**src/rtl/spi_char_pkg.sv**
```systemverilog
package spi_char_pkg;
  typedef enum logic [2:0] {
    PH_IDLE,
    PH_LEAD,
    PH_HIGH,
    PH_LOW,
    PH_TRAIL
  } spi_phase_e;
endpackage

```
**src/rtl/spi_half_timer.sv**
```systemverilog
module spi_half_timer #(
  parameter int HALF_W = 8
) (
  input  logic              clk,
  input  logic              rst,
  input  logic              run,
  input  logic [HALF_W-1:0] half_per,
  output logic              tick
);
  localparam logic [HALF_W-1:0] MIN_HALF = HALF_W'(2);

  logic [HALF_W-1:0] cnt;
  logic [HALF_W-1:0] eff;

  assign eff  = (half_per < MIN_HALF) ? MIN_HALF : half_per;
  assign tick = run && (cnt >= eff - 1'b1);

  always_ff @(posedge clk) begin
    if (rst || !run)  cnt <= '0;
    else if (tick)    cnt <= '0;
    else              cnt <= cnt + 1'b1;
  end


  tick_gap_chk: assert property (@(posedge clk) disable iff (rst)
    tick |=> !tick);
endmodule

```
**src/rtl/spi_shifter.sv**
```systemverilog
module spi_shifter #(
  parameter int W = 16
) (
  input  logic         clk,
  input  logic         rst,
  input  logic         load,
  input  logic [W-1:0] load_data,
  input  logic         shift,
  input  logic         ser_in,
  output logic [W-1:0] q
);
  always_ff @(posedge clk) begin
    if (rst)        q <= '0;
    else if (load)  q <= load_data;
    else if (shift) q <= {q[W-2:0], ser_in};
  end


  shift_in_chk: assert property (@(posedge clk) disable iff (rst)
    shift && !load |=> q[0] == $past(ser_in));
endmodule

```
**src/rtl/spi_char_master.sv**
```systemverilog
module spi_char_master #(
  parameter int DATA_W = 16,
  parameter int HALF_W = 8,
  localparam int LEN_W = $clog2(DATA_W)
) (
  input  logic              clk,
  input  logic              rst,
  input  logic              cfg_soft_reset,
  input  logic              cfg_talk,
  input  logic              cfg_int_en,
  input  logic [LEN_W-1:0]  cfg_char_len,
  input  logic [HALF_W-1:0] cfg_half_per,
  input  logic              tx_wr,
  input  logic [DATA_W-1:0] tx_data,
  input  logic              rx_rd,
  output logic [DATA_W-1:0] rx_data,
  output logic              busy,
  output logic              int_flag,
  output logic              irq,
  output logic              spi_cs_n,
  output logic              spi_sclk,
  output logic              spi_mosi,
  input  logic              spi_miso
);
  import spi_char_pkg::*;

  spi_phase_e        phase;
  logic              hold;
  logic              start;
  logic              tick;
  logic              done;
  logic              shift_en;
  logic [LEN_W-1:0]  len_q;
  logic [LEN_W-1:0]  bit_cnt;
  logic [DATA_W-1:0] sh_q;

  assign hold     = rst || cfg_soft_reset;
  assign start    = tx_wr && cfg_talk && (phase == PH_IDLE);
  assign done     = (phase == PH_TRAIL) && tick;
  assign shift_en = (phase == PH_HIGH) && tick;
  assign busy     = (phase != PH_IDLE);
  assign irq      = int_flag && cfg_int_en;

  spi_half_timer #(.HALF_W(HALF_W)) u_timer (
    .clk      (clk),
    .rst      (hold),
    .run      (busy),
    .half_per (cfg_half_per),
    .tick     (tick)
  );

  spi_shifter #(.W(DATA_W)) u_shifter (
    .clk       (clk),
    .rst       (hold),
    .load      (start),
    .load_data (tx_data),
    .shift     (shift_en),
    .ser_in    (spi_miso),
    .q         (sh_q)
  );

  always_ff @(posedge clk) begin
    if (hold) begin
      phase    <= PH_IDLE;
      spi_cs_n <= 1'b1;
      spi_sclk <= 1'b0;
      spi_mosi <= 1'b0;
      bit_cnt  <= '0;
      len_q    <= '0;
      rx_data  <= '0;
    end else begin
      case (phase)
        PH_IDLE: if (start) begin
          phase    <= PH_LEAD;
          spi_cs_n <= 1'b0;
          bit_cnt  <= '0;
          len_q    <= cfg_char_len;
        end
        PH_LEAD, PH_LOW: if (tick) begin
          spi_sclk <= 1'b1;
          spi_mosi <= sh_q[DATA_W-1];
          phase    <= PH_HIGH;
        end
        PH_HIGH: if (tick) begin
          spi_sclk <= 1'b0;
          if (bit_cnt == len_q) begin
            phase <= PH_TRAIL;
          end else begin
            bit_cnt <= bit_cnt + 1'b1;
            phase   <= PH_LOW;
          end
        end
        PH_TRAIL: if (tick) begin
          spi_cs_n <= 1'b1;
          spi_mosi <= 1'b0;
          rx_data  <= sh_q;
          phase    <= PH_IDLE;
        end
        default: phase <= PH_IDLE;
      endcase
    end
  end

  always_ff @(posedge clk) begin
    if (hold)       int_flag <= 1'b0;
    else if (done)  int_flag <= 1'b1;
    else if (rx_rd) int_flag <= 1'b0;
  end


  idle_clk_chk: assert property (@(posedge clk) disable iff (rst)
    spi_cs_n |-> !spi_sclk);


  mosi_hold_chk: assert property (@(posedge clk) disable iff (rst)
    spi_sclk && $past(spi_sclk) |-> $stable(spi_mosi));


  cs_lead_chk: assert property (@(posedge clk) disable iff (hold)
    $fell(spi_cs_n) |=> !spi_sclk);


  flag_clear_chk: assert property (@(posedge clk) disable iff (rst)
    rx_rd && !done |=> !int_flag);


  soft_hold_chk: assert property (@(posedge clk) disable iff (rst)
    cfg_soft_reset |=> spi_cs_n && !busy && !int_flag);


  irq_src_chk: assert property (@(posedge clk) disable iff (rst)
    irq |-> int_flag);


  busy_write_chk: assert property (@(posedge clk) disable iff (hold)
    busy && tx_wr && !done |=> busy);
endmodule

```
**config.mk**
```make
export PLATFORM = sky130hd
export DESIGN_NAME = spi_char_master
export DESIGN_NICKNAME = d
export VERILOG_FILES = /design/src/rtl/spi_char_pkg.sv /design/src/rtl/spi_half_timer.sv /design/src/rtl/spi_shifter.sv /design/src/rtl/spi_char_master.sv
export SDC_FILE = /design/constraint.sdc
export NUM_CORES = 1
export LEC_CHECK = 0
export BUFFER_PORTS_ARGS = -buffer_cell sky130_fd_sc_hd__buf_2
export CELL_PAD_IN_SITES_DETAIL_PLACEMENT = 0
export CELL_PAD_IN_SITES_GLOBAL_PLACEMENT = 2
export CORE_MARGIN = 1.5
export CORE_UTILIZATION = 31
export DETAILED_ROUTE_END_ITERATION = 7
export PLACE_DENSITY = 0.78
export SYNTH_ARGS = -nofsm -noshare
export SYNTH_HDL_FRONTEND = slang
export SYNTH_SLANG_ARGS = --single-unit
```
**constraint.sdc**
```tcl
create_clock -name clk -period 4.44 [get_ports clk]
set_input_delay 0.888 -clock clk [delete_from_list [all_inputs] [get_ports clk]]
set_output_delay 0.888 -clock clk [all_outputs]
set_load 0.01 [all_outputs]
```
Word-level counts from Yosys, hierarchy flattened --
Cells that the tools add are included.
Cells by class: mux-type cells 22, reductions and logical operators 26, $add $sub $neg 3, equal/unequal tests 10, magnitude comparators 2
Operators by type and width (count):
- 2-to-1 mux 16 bit | 2
- 2-to-1 mux 3 bit | 5
- 2-to-1 mux 4 bit | 3
- one-hot mux 3 bit (4 select lines) | 1
- nonzero test 2 bit | 6
- != test 2 bit, second input constant | 5
- AND reduction 3 bit | 3
- adder 8 x 1 -> 8 bit, second input constant | 1
- greater-or-equal comparator 8 bit | 1
- less-than comparator 8 x 2 -> 1 bit, second input constant | 1
- 2-to-1 mux 8 bit | 1
- one-hot mux 4 bit (2 select lines) | 1
- AND reduction 4 bit | 2
- subtractor 8 x 1 -> 8 bit, second input constant | 1
- equality test 3 x 2 -> 1 bit, second input constant | 2
- logical AND 1 bit | 6
- 2-to-1 mux 1 bit | 6
- one-hot mux 1 bit (2 select lines) | 3
- adder 4 x 1 -> 4 bit, second input constant | 1
- equality test 4 bit | 1
- AND reduction 2 bit | 2
- OR reduction 2 bit | 2
- equality test 3 x 1 -> 1 bit, second input constant | 1
- equality test 3 bit, second input constant | 1
- other kinds (4) | 5
Word-level totals: input bits 36, output and inout bits 22, register bits after elaboration 55, word-level logic and storage cells 73

Depth between registers and ports, before layout --
depth after elaboration 8, mapped depth 15, mapped depth without buffers 13

Cells and area by module --
A second synthesis with hierarchy kept.
Second synthesis, totals: cells, all modules 304, area, all modules 2715.1 sq um
Modules (own cells, without submodules):
- spi_char_master | cells each 161, sequential area each 620.6 sq um, instances 1, area each 1306.3 sq um
- spi_shifter | cells each 71, sequential area each 320.3 sq um, instances 1, area each 805.8 sq um
- spi_half_timer | cells each 72, sequential area each 160.2 sq um, instances 1, area each 603.1 sq um

Least setup slack after synthesis --
Ideal clock, no wire load.
path kind input port to flip-flop, start input cfg_half_per[7], end register rx_data[10], stages 15, buffers on the path 2, setup time 0.072 ns, slack 0.818 ns, required time 4.368 ns, arrival time 3.550 ns, path through nor4_1 -> nand2_1 -> o21ai_0 -> ha_1 -> nand2_1 -> nor3_1 -> xnor2_1 -> ha_1 -> nand2_1 -> a211o_1 -> o21bai_2 -> and3_1 -> buf_6 -> buf_6 -> mux2i_1
On the way: word-level cells in the longest chain between the ends 6
RTL lines:
- start: declaration | line spi_char_master.sv:12 | input logic [HALF_W-1:0] cfg_half_per,
- less-than comparator 8 x 2 -> 1 bit | line spi_half_timer.sv:15 | assign eff = (half_per < MIN_HALF) ? MIN_HALF : half_per;
- 2-to-1 mux 8 bit * | line spi_half_timer.sv:15
- subtractor 8 x 1 -> 8 bit * | line spi_half_timer.sv:16 | assign tick = run && (cnt >= eff - 1'b1);
- greater-or-equal comparator 8 bit * | line spi_half_timer.sv:16
- logical AND 1 bit * | line spi_half_timer.sv:16
- AND reduction 2 bit (no line) *
- end signal: assignment | line spi_char_master.sv:96 | rx_data <= sh_q;
- end: declaration | line spi_char_master.sv:16 | output logic [DATA_W-1:0] rx_data,
Every way passes the cells marked *; elsewhere a longest branch is shown, timed or not. A chain may end at the register's enable or synchronous reset.

Worst setup path in the final report --
start input cfg_half_per[6], end register u_timer.cnt[7]
On the way: word-level cells in the longest chain between the ends 6
RTL lines:
- less-than comparator 8 x 2 -> 1 bit | line spi_half_timer.sv:15
- 2-to-1 mux 8 bit * | line spi_half_timer.sv:15
- subtractor 8 x 1 -> 8 bit * | line spi_half_timer.sv:16
- greater-or-equal comparator 8 bit * | line spi_half_timer.sv:16
- logical AND 1 bit * | line spi_half_timer.sv:16
- OR reduction 2 bit (no line) *
- end signal: assignment | line spi_half_timer.sv:21 | else cnt <= cnt + 1'b1;
- end: declaration | line spi_half_timer.sv:12 | logic [HALF_W-1:0] cnt;
Marked as above.

==> metrics.yaml <==
run_status:
  status: "finished, final reports clean"
placed_design:
  io_buffers: 57
  place_congestion: 0.752
  post-dp-hpwl_um: 4600
  dp_cells: 465
floorplanning:
  core_um2: 8260
  rows: 33
  fp.dieW_um: 95.8
  floorplan.initialDensity_pct: 32.3
  fp.dieH_um: 95.8
  num_io_pins: 58
  dieArea_um2: 9170
worst_setup_path:
  critPathTopFamily: "simple AND/OR/NAND/NOR gates"
  required_ns: 4.69
  crit_slowest_cell: "nor4_1"
  cp_max_fo: 23
  rr_worst_depth: 7
  r2r_start: "u_timer.cnt[0]$_SDFF_PP0_"
  path_buf_inv: 1
  cp.arrival_ns: 4.11
  endpoint_kind: "flip-flop"
  path_cells: "buf_2 > nor4_1 > nand2_1 > o21ai_0 > ha_1 > nand2_1 > nor3_1 > xnor2_1 > ha_1 > nand2_1 > o21ai_0 > o21ba_2 > nand3_1 > nor2_1"
  slowest_delay_ns: 0.56
  cp-start-kind: "input pin"
  rrSetupSlack_ns: 2.00
  worstSetupPathType: "in -> reg"
  worst_path_most_repeated_cell: "nand2_1"
  reg2reg_to: "u_timer.cnt[7]$_SDFF_PP0_"
logic_synthesis:
  syn_nets: 365
  synth_top_area_cell: "dfxtp_1"
  yosysMostFrequentCell: "dfxtp_1"
  synth_common_cells: "dfxtp_1 (55), nand2_1 (51), o21ai_0 (37)"
  synth-seq-cells: 55
  synth.avg_cell_area_um2: 8.39
  synth_edf_count: 0
  async_flop_share_pct: 0
  synth.distinct_cells: 39
  ys_warn_count: 0
  netlist_instances: 318
  netlist_area_um2: 2670
  seq_area_frac_synth_pct: 41.3
  yosys_most_used_dff: "dfxtp_1"
  yosysTopAreaCellShare_pct: 41.3
  synthTopCellsByArea: "dfxtp_1 (41%), nand2_1 (7.2%), o21ai_0 (6.9%)"
clocking:
  tritoncts: "built"
  hold_buffers: 0
  clkTransAtPathRegs_ns: 0.10
  numCtsBuffers: 5
  numClockSinks: 55
  cts_resized: 0
  root_buffer: "clkbuf_8"
  post_cts_buffers: 0
  ctsLongestPathBuffers: 2
  clk_latency_ns: 0.31
  cts_max_level: 2
timing:
  finalCritPeriodShare_pct: 87.1
  drv_slew: 0
  final-hold-violation-count: 0
  grt_setup_unrepaired: "no"
  fin_crit_ns: 3.87
  fin_tns_setup_ns: 0
  setup_viol: 0
  slew_headroom_pct: 39.0
  tightest_slew_ns: 0.912
  clock_skew_ns: 0.00701
  fmax_mhz: 259
global_routing:
  grt_pass1_wl_um: 10800
  grt.overflow.total: 0
  grtUsageMet3_pct: 3.08
  use_met2_pct: 24.8
  grt_use_total_pct: 15.1
  use_met1_pct: 19.9
  grt_max_degree: 39
  busiest_layer: "met2"
  antenna_found_initial: 0
  grt_pass1_vias: 2308
power_and_ir_drop:
  clkPwrFrac_pct: 40.5
  power_switching_mw: 0.218
  leakagePower_nw: 1.22
  max-vdd-ir-drop_mv: 0.194
  seqPwrFrac_pct: 51.7
  swShare_pct: 22.4
  internal_power_mw: 0.757
  power_density_nw_per_um2: 307
  comb_power_share_pct: 7.8
routing:
  ant_nets: 0
  first_iter_violations: 104
  vias_per_cell: 4.99
  vias: 2362
  routedWlPerCell_um: 13.7
  first_pass_iters: 4
  drt_wl_total_um: 6490
  route.detailed.drc: 0
final_layout:
  drive_above_1_share_pct: 21.2
  area_growth_pct: 19.1
  insertedDiodeCount: 0
  instances_no_fill: 473
  final_nets: 414
worst_hold_path:
  worst_hold_startpoint: "rx_data[2]$_SDFFE_PP0P_"
  whs_endpoint: "rx_data[2]$_SDFFE_PP0P_"
  hp-class: "reg -> reg"
  hold_depth: 2
job:
  cap_violations: 0
[state kept, by name (all words and copies together), names as in the netlist]
signal	cells
u_timer.cnt	8
u_shifter.q	16
bit_cnt	4
phase	3
len_q	4
spi_sclk	1
int_flag	1
spi_cs_n	1
rx_data	16
spi_mosi	1
[power groups by stage]
stage / logic, mW / registers, mW / clock network (mW)
finish: 0.0764 / 0.504 / 0.394
CTS: 0.0781 / 0.504 / 0.405
floorplan: 0.0465 / 0.515 / 0
detailed placement: 0.0779 / 0.516 / 0
global route: 0.0879 / 0.506 / 0.425
global placement: 0.0768 / 0.516 / 0
[layer usage]
layer	part of all wire [%]	wire length, µm
met5	0	0
met1	48	3140
met2	47	3060
met3	3.7	237
met4	0.79	51
[worst reg2reg max path, cell delays in order, from the launching register on]
cell and delay (ns):
dfxtp_1 0.46, inv_1 0.08, ha_1 0.29, nand2b_4 0.15, a2111oi_4 0.39, o21ba_2 0.50
nand3_1 0.34, nor2_1 0.19
[logic make-up after synthesis]
family	after synthesis	share of synthesized area, %
AO/OA/AOI/OAI	95	20.8
XOR/XNOR	14	4.59
adder cells (fa/ha/maj)	11	5.16
buffers and inverters	24	4.08
flip-flops	55	41.3
multiplexers	18	6.75
AND/OR/NAND/NOR	101	17.4
[worst max-delay path by stage]
stage / startpoint / end / cells past startpoint
final: cfg_half_per[6] / u_timer.cnt[7]$_SDFF_PP0_ / 14
after global routing: cfg_half_per[6] / u_timer.cnt[3]$_SDFF_PP0_ / 14
after CTS: cfg_half_per[6] / u_timer.cnt[2]$_SDFF_PP0_ / 14
after detailed placement: cfg_half_per[6] / u_timer.cnt[2]$_SDFF_PP0_ / 14
after global placement: cfg_half_per[6] / u_timer.cnt[7]$_SDFF_PP0_ / 14
after floorplan: cfg_half_per[7] / rx_data[10]$_SDFFE_PP0P_ / 15
[final cells by class]
type,count,area (µm²)
Sequential cell,55,1100
Clock inverter,3,67.6
Fill cell,880,5080
Inverter,4,15.0
Timing Repair Buffer,62,323
Tap cell,105,131
Multi-Input combinational cell,239,1470
Clock buffer,5,68.8
[cells in the final DEF (no fill, tap or decap), types with 2 or more instances in the layout]
master and n:
a211oi_1 3, a21oi_1 29, a31oi_1 17, and2_1 2
and3_1 4, buf_2 57, buf_4 5, bufinv_16 2
clkbuf_8 5, dfxtp_1 55, ha_1 11, inv_1 4
mux2i_1 18, nand2_1 51, nand3_1 14, nor2_1 12
nor3_1 4, o21ai_0 37, or2_2 2, or3_1 2
xnor2_1 8, xor2_1 6
[through the flow]
stage                     instance area [µm²]  setup WS [ns]  util (%)  total power [mW]  hold slack (ns)
after floorplan                          2670          0.818         -             0.561            0.444
after global placement                   3040          0.404      36.8             0.593            0.443
after detailed placement                 3040          0.252      36.8             0.594            0.444
after CTS                                3180          0.562      38.5             0.987            0.462
after global routing                     3180          0.150      38.5              1.02            0.474
final                                    3180          0.573      38.5             0.975            0.457
No activity file was read; power rests on OpenSTA's default activity.
